**config.mk**
```make
export PLATFORM = sky130hd
export DESIGN_NAME = adpll_top
export DESIGN_NICKNAME = d
export VERILOG_FILES = /design/src/rtl/adpll_pkg.sv /design/src/rtl/adpll_nco.sv /design/src/rtl/adpll_pfd.sv /design/src/rtl/adpll_filter.sv /design/src/rtl/adpll_top.sv
export SDC_FILE = /design/constraint.sdc
export NUM_CORES = 1
export LEC_CHECK = 0
export ABC_AREA = 1
export BUFFER_PORTS_ARGS = -buffer_cell sky130_fd_sc_hd__clkbuf_2
export CORE_ASPECT_RATIO = 2
export CORE_MARGIN = 2
export CORE_UTILIZATION = 55
export DETAILED_ROUTE_END_ITERATION = 7
export GPL_TIMING_DRIVEN = 0
export HOLD_SLACK_MARGIN = 0.1
export PLACE_DENSITY = 0.71
export SETUP_SLACK_MARGIN = 0.15
export SYNTH_ARGS = -nofsm -noshare
export SYNTH_HDL_FRONTEND = slang
export SYNTH_SLANG_ARGS = --single-unit
```
**constraint.sdc**
```tcl
create_clock -name clk -period 5.65 [get_ports clk]
set_clock_uncertainty 0.2 [all_clocks]
set_input_delay 1.4125 -clock clk [delete_from_list [all_inputs] [get_ports clk]]
set_output_delay 1.4125 -clock clk [all_outputs]
set_load 0.03 [all_outputs]
```
**src/rtl/adpll_pkg.sv**
```systemverilog
package adpll_pkg;
    typedef enum logic [1:0] {
        DET_IDLE      = 2'd0,
        DET_OSC_AHEAD = 2'd1,
        DET_SIG_AHEAD = 2'd2,
        DET_BOTH      = 2'd3
    } det_state_t;

    localparam int ERR_W = 2;
endpackage

```
**src/rtl/adpll_nco.sv**
```systemverilog
module adpll_nco #(
    parameter int PHASE_W = 16,
    parameter int DIV_N   = 1
) (
    input  logic               clk,
    input  logic               rst,
    input  logic               sample_en,
    input  logic [PHASE_W-1:0] step_i,
    output logic               fb_now_o,
    output logic               osc_o
);
    localparam int CNT_W = (DIV_N > 1) ? $clog2(DIV_N) : 1;

    logic [PHASE_W-1:0] phase_q;
    logic [PHASE_W-1:0] phase_next;
    logic               osc_next;

    // Phase advances with the step from before this strobe
    always_comb begin
        phase_next = phase_q + step_i;
        osc_next   = ~phase_next[PHASE_W-1];
    end

    always_ff @(posedge clk) begin
        if (rst) begin
            phase_q <= '0;
        end else if (sample_en) begin
            phase_q <= phase_next;
        end
    end

    assign osc_o = ~phase_q[PHASE_W-1];

    generate
        if (DIV_N == 1) begin : g_nodiv
            assign fb_now_o = osc_next;
        end else begin : g_div
            logic             osc_last_q;
            logic [CNT_W-1:0] cnt_q;
            logic [CNT_W-1:0] cnt_next;

            always_comb begin
                cnt_next = cnt_q;
                if (osc_next && !osc_last_q) begin
                    cnt_next = (cnt_q == CNT_W'(DIV_N - 1)) ? '0 : cnt_q + 1'b1;
                end
            end

            always_ff @(posedge clk) begin
                if (rst) begin
                    osc_last_q <= 1'b0;
                    cnt_q      <= '0;
                end else if (sample_en) begin
                    osc_last_q <= osc_next;
                    cnt_q      <= cnt_next;
                end
            end

            assign fb_now_o = osc_next && (cnt_next == '0);
        end
    endgenerate

    AST_PHASE_HOLD: assert property (@(posedge clk) disable iff (rst)
        !sample_en |=> $stable(phase_q)) else $error("phase moved without strobe");
endmodule

```
**src/rtl/adpll_pfd.sv**
```systemverilog
module adpll_pfd
    import adpll_pkg::*;
(
    input  logic             clk,
    input  logic             rst,
    input  logic             sample_en,
    input  logic             fb_i,
    input  logic             sig_i,
    output logic [ERR_W-1:0] err_now_o,
    output logic [ERR_W-1:0] err_o
);
    det_state_t state_q, state_next;
    logic       fb_last_q, sig_last_q;
    logic       fb_edge, sig_edge;

    assign fb_edge  = fb_i  & ~fb_last_q;
    assign sig_edge = sig_i & ~sig_last_q;

    // State register
    always_ff @(posedge clk) begin
        if (rst) begin
            state_q    <= DET_IDLE;
            fb_last_q  <= 1'b0;
            sig_last_q <= 1'b0;
        end else if (sample_en) begin
            state_q    <= state_next;
            fb_last_q  <= fb_i;
            sig_last_q <= sig_i;
        end
    end

    // Transitions: a full pair always clears first
    always_comb begin
        state_next = state_q;
        unique case (state_q)
            DET_IDLE: begin
                unique case ({fb_edge, sig_edge})
                    2'b00: state_next = DET_IDLE;
                    2'b10: state_next = DET_OSC_AHEAD;
                    2'b01: state_next = DET_SIG_AHEAD;
                    2'b11: state_next = DET_BOTH;
                    default: state_next = DET_IDLE;
                endcase
            end
            DET_OSC_AHEAD: state_next = sig_edge ? DET_BOTH : DET_OSC_AHEAD;
            DET_SIG_AHEAD: state_next = fb_edge  ? DET_BOTH : DET_SIG_AHEAD;
            DET_BOTH:      state_next = DET_IDLE;
            default:       state_next = DET_IDLE;
        endcase
    end

    function automatic logic [ERR_W-1:0] err_of(det_state_t s);
        unique case (s)
            DET_OSC_AHEAD: return 2'b01;
            DET_SIG_AHEAD: return 2'b11;
            default:       return 2'b00;
        endcase
    endfunction

    // Outputs
    always_comb begin
        err_now_o = err_of(state_next);
        err_o     = err_of(state_q);
    end

    AST_PAIR_CLEARS: assert property (@(posedge clk) disable iff (rst)
        (sample_en && state_q == DET_BOTH) |=> state_q == DET_IDLE) else $error("pair not cleared");
    AST_DET_HOLD: assert property (@(posedge clk) disable iff (rst)
        !sample_en |=> $stable(state_q)) else $error("detector moved without strobe");
endmodule

```
**src/rtl/adpll_filter.sv**
```systemverilog
module adpll_filter
    import adpll_pkg::*;
#(
    parameter int                 FREQ_W      = 32,
    parameter int                 DERIV_SHIFT = 6,
    parameter int                 GAIN_SHIFT  = 9,
    parameter logic [FREQ_W-1:0]  FREQ_INIT   = 32'h0040_0000
) (
    input  logic                     clk,
    input  logic                     rst,
    input  logic                     sample_en,
    input  logic [ERR_W-1:0]         err_now_i,
    output logic signed [FREQ_W-1:0] freq_o
);
    localparam int FILT_W = DERIV_SHIFT + 4;
    localparam int WIDE_W = FREQ_W + 2;
    localparam logic signed [WIDE_W-1:0] FMAX = {3'b000, {(FREQ_W-1){1'b1}}};
    localparam logic [WIDE_W-1:0] STEP_LIM = WIDE_W'(((2 << DERIV_SHIFT) + 1) << GAIN_SHIFT);

    logic signed [FREQ_W-1:0] freq_q;
    logic signed [FREQ_W-1:0] freq_next;
    logic        [ERR_W-1:0]  lerr_q;
    logic signed [FILT_W-1:0] e_ext, le_ext, filt;
    logic signed [WIDE_W-1:0] f_ext, filt_ext, wide;

    always_comb begin
        e_ext    = {{(FILT_W-ERR_W){err_now_i[ERR_W-1]}}, err_now_i};
        le_ext   = {{(FILT_W-ERR_W){lerr_q[ERR_W-1]}}, lerr_q};
        filt     = e_ext + ((e_ext - le_ext) <<< DERIV_SHIFT);
        f_ext    = {{2{freq_q[FREQ_W-1]}}, freq_q};
        filt_ext = {{(WIDE_W-FILT_W){filt[FILT_W-1]}}, filt};
        wide     = f_ext - (filt_ext <<< GAIN_SHIFT);
        if (wide < 0) begin
            freq_next = '0;
        end else if (wide > FMAX) begin
            freq_next = FMAX[FREQ_W-1:0];
        end else begin
            freq_next = wide[FREQ_W-1:0];
        end
    end

    always_ff @(posedge clk) begin
        if (rst) begin
            freq_q <= FREQ_INIT;
            lerr_q <= '0;
        end else if (sample_en) begin
            freq_q <= freq_next;
            lerr_q <= err_now_i;
        end
    end

    assign freq_o = freq_q;

    logic signed [WIDE_W-1:0] chk_diff;
    assign chk_diff = {{2{freq_q[FREQ_W-1]}}, freq_q} - {{2{freq_next[FREQ_W-1]}}, freq_next};

    AST_FREQ_FLOOR: assert property (@(posedge clk) disable iff (rst)
        sample_en |=> freq_q >= 0) else $error("frequency below zero");
    AST_STEP_BOUND: assert property (@(posedge clk) disable iff (rst)
        sample_en |-> (chk_diff <= $signed(STEP_LIM)) && (chk_diff >= -$signed(STEP_LIM))) else $error("step too large");
    AST_FREQ_HOLD: assert property (@(posedge clk) disable iff (rst)
        !sample_en |=> $stable(freq_q)) else $error("frequency moved without strobe");
endmodule

```
**src/rtl/adpll_top.sv**
```systemverilog
module adpll_top
    import adpll_pkg::*;
#(
    parameter int                FREQ_W    = 32,
    parameter int                FRAC_W    = 16,
    parameter int                DIV_N     = 1,
    parameter logic [FREQ_W-1:0] FREQ_INIT = 32'h0040_0000
) (
    input  logic                     clk,
    input  logic                     rst,
    input  logic                     sample_en,
    input  logic                     track_i,
    output logic                     osc_o,
    output logic signed [FREQ_W-1:0] freq_o,
    output logic [1:0]               err_o
);
    localparam int PHASE_W = FREQ_W - FRAC_W;

    logic             fb_now;
    logic [ERR_W-1:0] err_now;
    logic [PHASE_W-1:0] step;

    assign step = freq_o[FREQ_W-1:FRAC_W];

    adpll_nco #(.PHASE_W(PHASE_W), .DIV_N(DIV_N)) u_nco (
        .clk(clk), .rst(rst), .sample_en(sample_en),
        .step_i(step), .fb_now_o(fb_now), .osc_o(osc_o)
    );

    adpll_pfd u_pfd (
        .clk(clk), .rst(rst), .sample_en(sample_en),
        .fb_i(fb_now), .sig_i(track_i),
        .err_now_o(err_now), .err_o(err_o)
    );

    adpll_filter #(.FREQ_W(FREQ_W), .FREQ_INIT(FREQ_INIT)) u_filt (
        .clk(clk), .rst(rst), .sample_en(sample_en),
        .err_now_i(err_now), .freq_o(freq_o)
    );
endmodule

```
==> results.md <==
- CP Class: flip-flop to flip-flop
- Slew Viols, Final: 0
- Die Wd: slightly below 70 µm
- Initial antenna violation count: 0
- Initial core utilization: a little under three fifths
- Post-Syn Nets: between 700 and 800
- Routed WL: roughly 15000 µm
- Area share of xor/xnor cells in the synthesized design: 4.32%
- Asr flop ratio synth: 0%
- Layout cells sized above 1: 29.4%
- Buf/Inv on CP: 6
- Worst Tran Pin Value: 0.775 ns
- EDFF count, synth: 0
- Antenna Diode Count: 0
- Post-synth cell types: 35
- Crit. End Element: flip-flop
- Slowest cell delay on critical path: between 0.5 and 0.6 ns
- Gr usage total: 32.0%
- Cell repeated most along the worst path: nand2_2
- Max-cap check violation count: 0
- Post-Syn Instances: around 700
- # rows: between 40 and 50
- Most frequent cells in the layout: 204 x nand2_1, 92 x inv_1, 52 x nor2_1, 37 x clkbuf_2, 35 x buf_4
- Die height: around 130 µm
- PortBufs: 37
- Hold_buf cts: 0
- I/O Pins: 39
- First-pass GRT wire length: 21500 µm
- Worst setup SP type: flip-flop
- Filler instances: between 600 and 700
- Remaining DRCs: 0
- TritonCTS sink count: 46
- H-tree Lvls: 2
- Setup TNS: 0 ns
- Syn. warnings: 0
- First-pass DRT Iterations: 5
- Hold WC Path Type: flip-flop to flip-flop
- Number of DRC markers in iteration 0: roughly 270
- Area fraction in compound gates after synthesis: ~14%
- Remaining global-route overflow: 0
- Nets@finish: ~840
- Via count: 4844
- Longest Clk Path Bufs: 2
- Peak Freq: between 150 and 200 MHz
- Largest family of logic cells by synthesized area: simple AND/OR/NAND/NOR gates
- Ys flop type: dfxtp_1
- FF+latch count, synth: 46
- Synth-to-layout area growth: 28.9%
- Largest net degree at the start of global routing: 16
- Top cell family by delay on the critical path: simple AND/OR/NAND/NOR gates
- CTS tree: built
- RSZ-0062 raised after global routing: true
- CTS Buf Count: 5
- Synth Cell Area: approximately 0.0045 mm²
- Crit. path cell count: 35
- Die area: ~0.0089 mm²
- Post-route ant nets: 0
- Slowest CP cell: fa_1
- Placeable core region: ~0.0079 mm²
- Tmin final: ~5.3 ns
- CP required: roughly 5.7 ns
- Relative slew margins: about half
- Detailed Place HPWL: 10800 µm
- Post-DR vias/cell: 5.52
- Worst-path clk slew: ~0.070 ns
- Adder-Cell Fraction of Synth Area: between 10% and 20%
- Final GP Congestion: ~0.93
- Commonest non-fill, non-tap cell in the layout: nand2_1
- Setup-failing EPs final: 0
- Final period util: about 95%
- Vias in the first global route: ~4500
- Arrival @ worst endpoint: about 5.4 ns
- Synth Area per Inst: roughly 6.3 µm²
- Post-Synth Simple-Gate Area: between 30% and 40%
- Hold Path Depth: 2
- Avg WL per Cell: 16.9 µm
- CTS root buffer: clkbuf_16
- Share of the yosys chip area belonging to registers: 20.7%
- Mux share of post-synthesis cell area: 0%
- Status: finished, final reports clean
- Final hold vios: 0
- Critical Path Fanout Max: 6
- Worst Reg-to-Reg Cells: 35
- Latest clock arrival within the worst-skew pair: around 0.29 ns
stage by stage:
stage,setup WS [ns],util [%],area (µm²),cells,hold slack [ns]
after global routing,0.0369,72.9,5750,877,0.320
final,0.309,72.9,5750,877,0.291
after CTS,0.151,66.3,5230,856,0.287
after floorplan,0.583,-,4460,704,0.246
after detailed placement,-0.469,60.4,4760,837,0.272
after global placement,-0.370,60.4,4760,837,0.259
worst reg2reg max path: cells and delay by family (launching register included):
kind / cells / cell delay, ns
simple gates: 20 / 1.84
buf+inv: 6 / 0.72
flops: 1 / 0.34
fa+ha+maj: 6 / 1.76
compound gates: 3 / 0.39
cells by family (layout without fill, tap and decap cells):
logic type | count (synthesis) | after routing
AOI/OAI and AO/OA | 104 | 104
xor gates and xnor gates | 22 | 22
adders and majority gates | 51 | 51
buffers and inverters | 122 | 199
DFF | 46 | 46
and+or+nand+nor | 359 | 359
synth_stat cells (4+ instances only):
| master | number | area [µm²] |
|---|---|---|
| a21oi_2 | 19 | 166 |
| nor2_1 | 60 | 225 |
| xor2_1 | 9 | 78.8 |
| nand3_1 | 32 | 160 |
| o21bai_1 | 5 | 37.5 |
| buf_6 | 4 | 45.0 |
| nand4_1 | 10 | 62.6 |
| o21ai_0 | 27 | 135 |
| a21oi_1 | 42 | 210 |
| clkbuf_1 | 11 | 41.3 |
| ha_1 | 47 | 588 |
| nand2_1 | 223 | 837 |
| xnor2_1 | 13 | 114 |
| inv_1 | 96 | 360 |
| buf_4 | 8 | 60.1 |
| dfxtp_1 | 46 | 921 |
| nand2_2 | 15 | 93.8 |
| fa_1 | 4 | 80.1 |
worst paths after layout:
path | from | end | slack [ns]
worst max-delay path | u_nco.phase_q[2] | u_filt.freq_o[28] | 0.31
worst min-delay path | u_pfd.fb_last_q | u_pfd.fb_last_q | 0.29
worst max register to register | u_nco.phase_q[2] | u_filt.freq_o[28] | 0.31
worst min register to register | u_pfd.fb_last_q | u_pfd.fb_last_q | 0.29
metal layers:
layer	part of all wire (%)	vias up	wire length, µm	global-route usage, %
li1	-	2393	-	-
met1	35	2267	5160	30.4
met2	57	127	8400	62.2
met3	2.3	57	340	2.91
met4	6.4	0	950	16.9
met5	0	-	0	0
final cells by class:
type,instances,area (µm²),area share (%)
Multi-Input combinational cell,536,3510,61.2
Sequential cell,46,960,16.7
Timing Repair Buffer,68,447,7.77
Inverter,99,374,6.51
Buffer,23,155,2.70
Clock buffer,5,125,2.18
Tap cell,96,120,2.09
Clock inverter,3,43.8,0.762
Timing Repair inverter,1,7.51,0.131
state kept, by name, summed over array words and instances, names as in the netlist:
signal,flops
u_filt.lerr_q,2
u_filt.freq_o,24
u_pfd.sig_last_q,1
u_pfd.fb_last_q,1
u_pfd.state_q,2
u_nco.phase_q,16
repair_timing:
item	CTS	global route
cloned	1	2
pin swaps	3	31
resized for setup	48	79
setup buffers	10	19
setup endpoints to repair	23	23
Power is not shown: default switching activity piles up to over one toggle a cycle in this logic, so the estimate is an artifact.
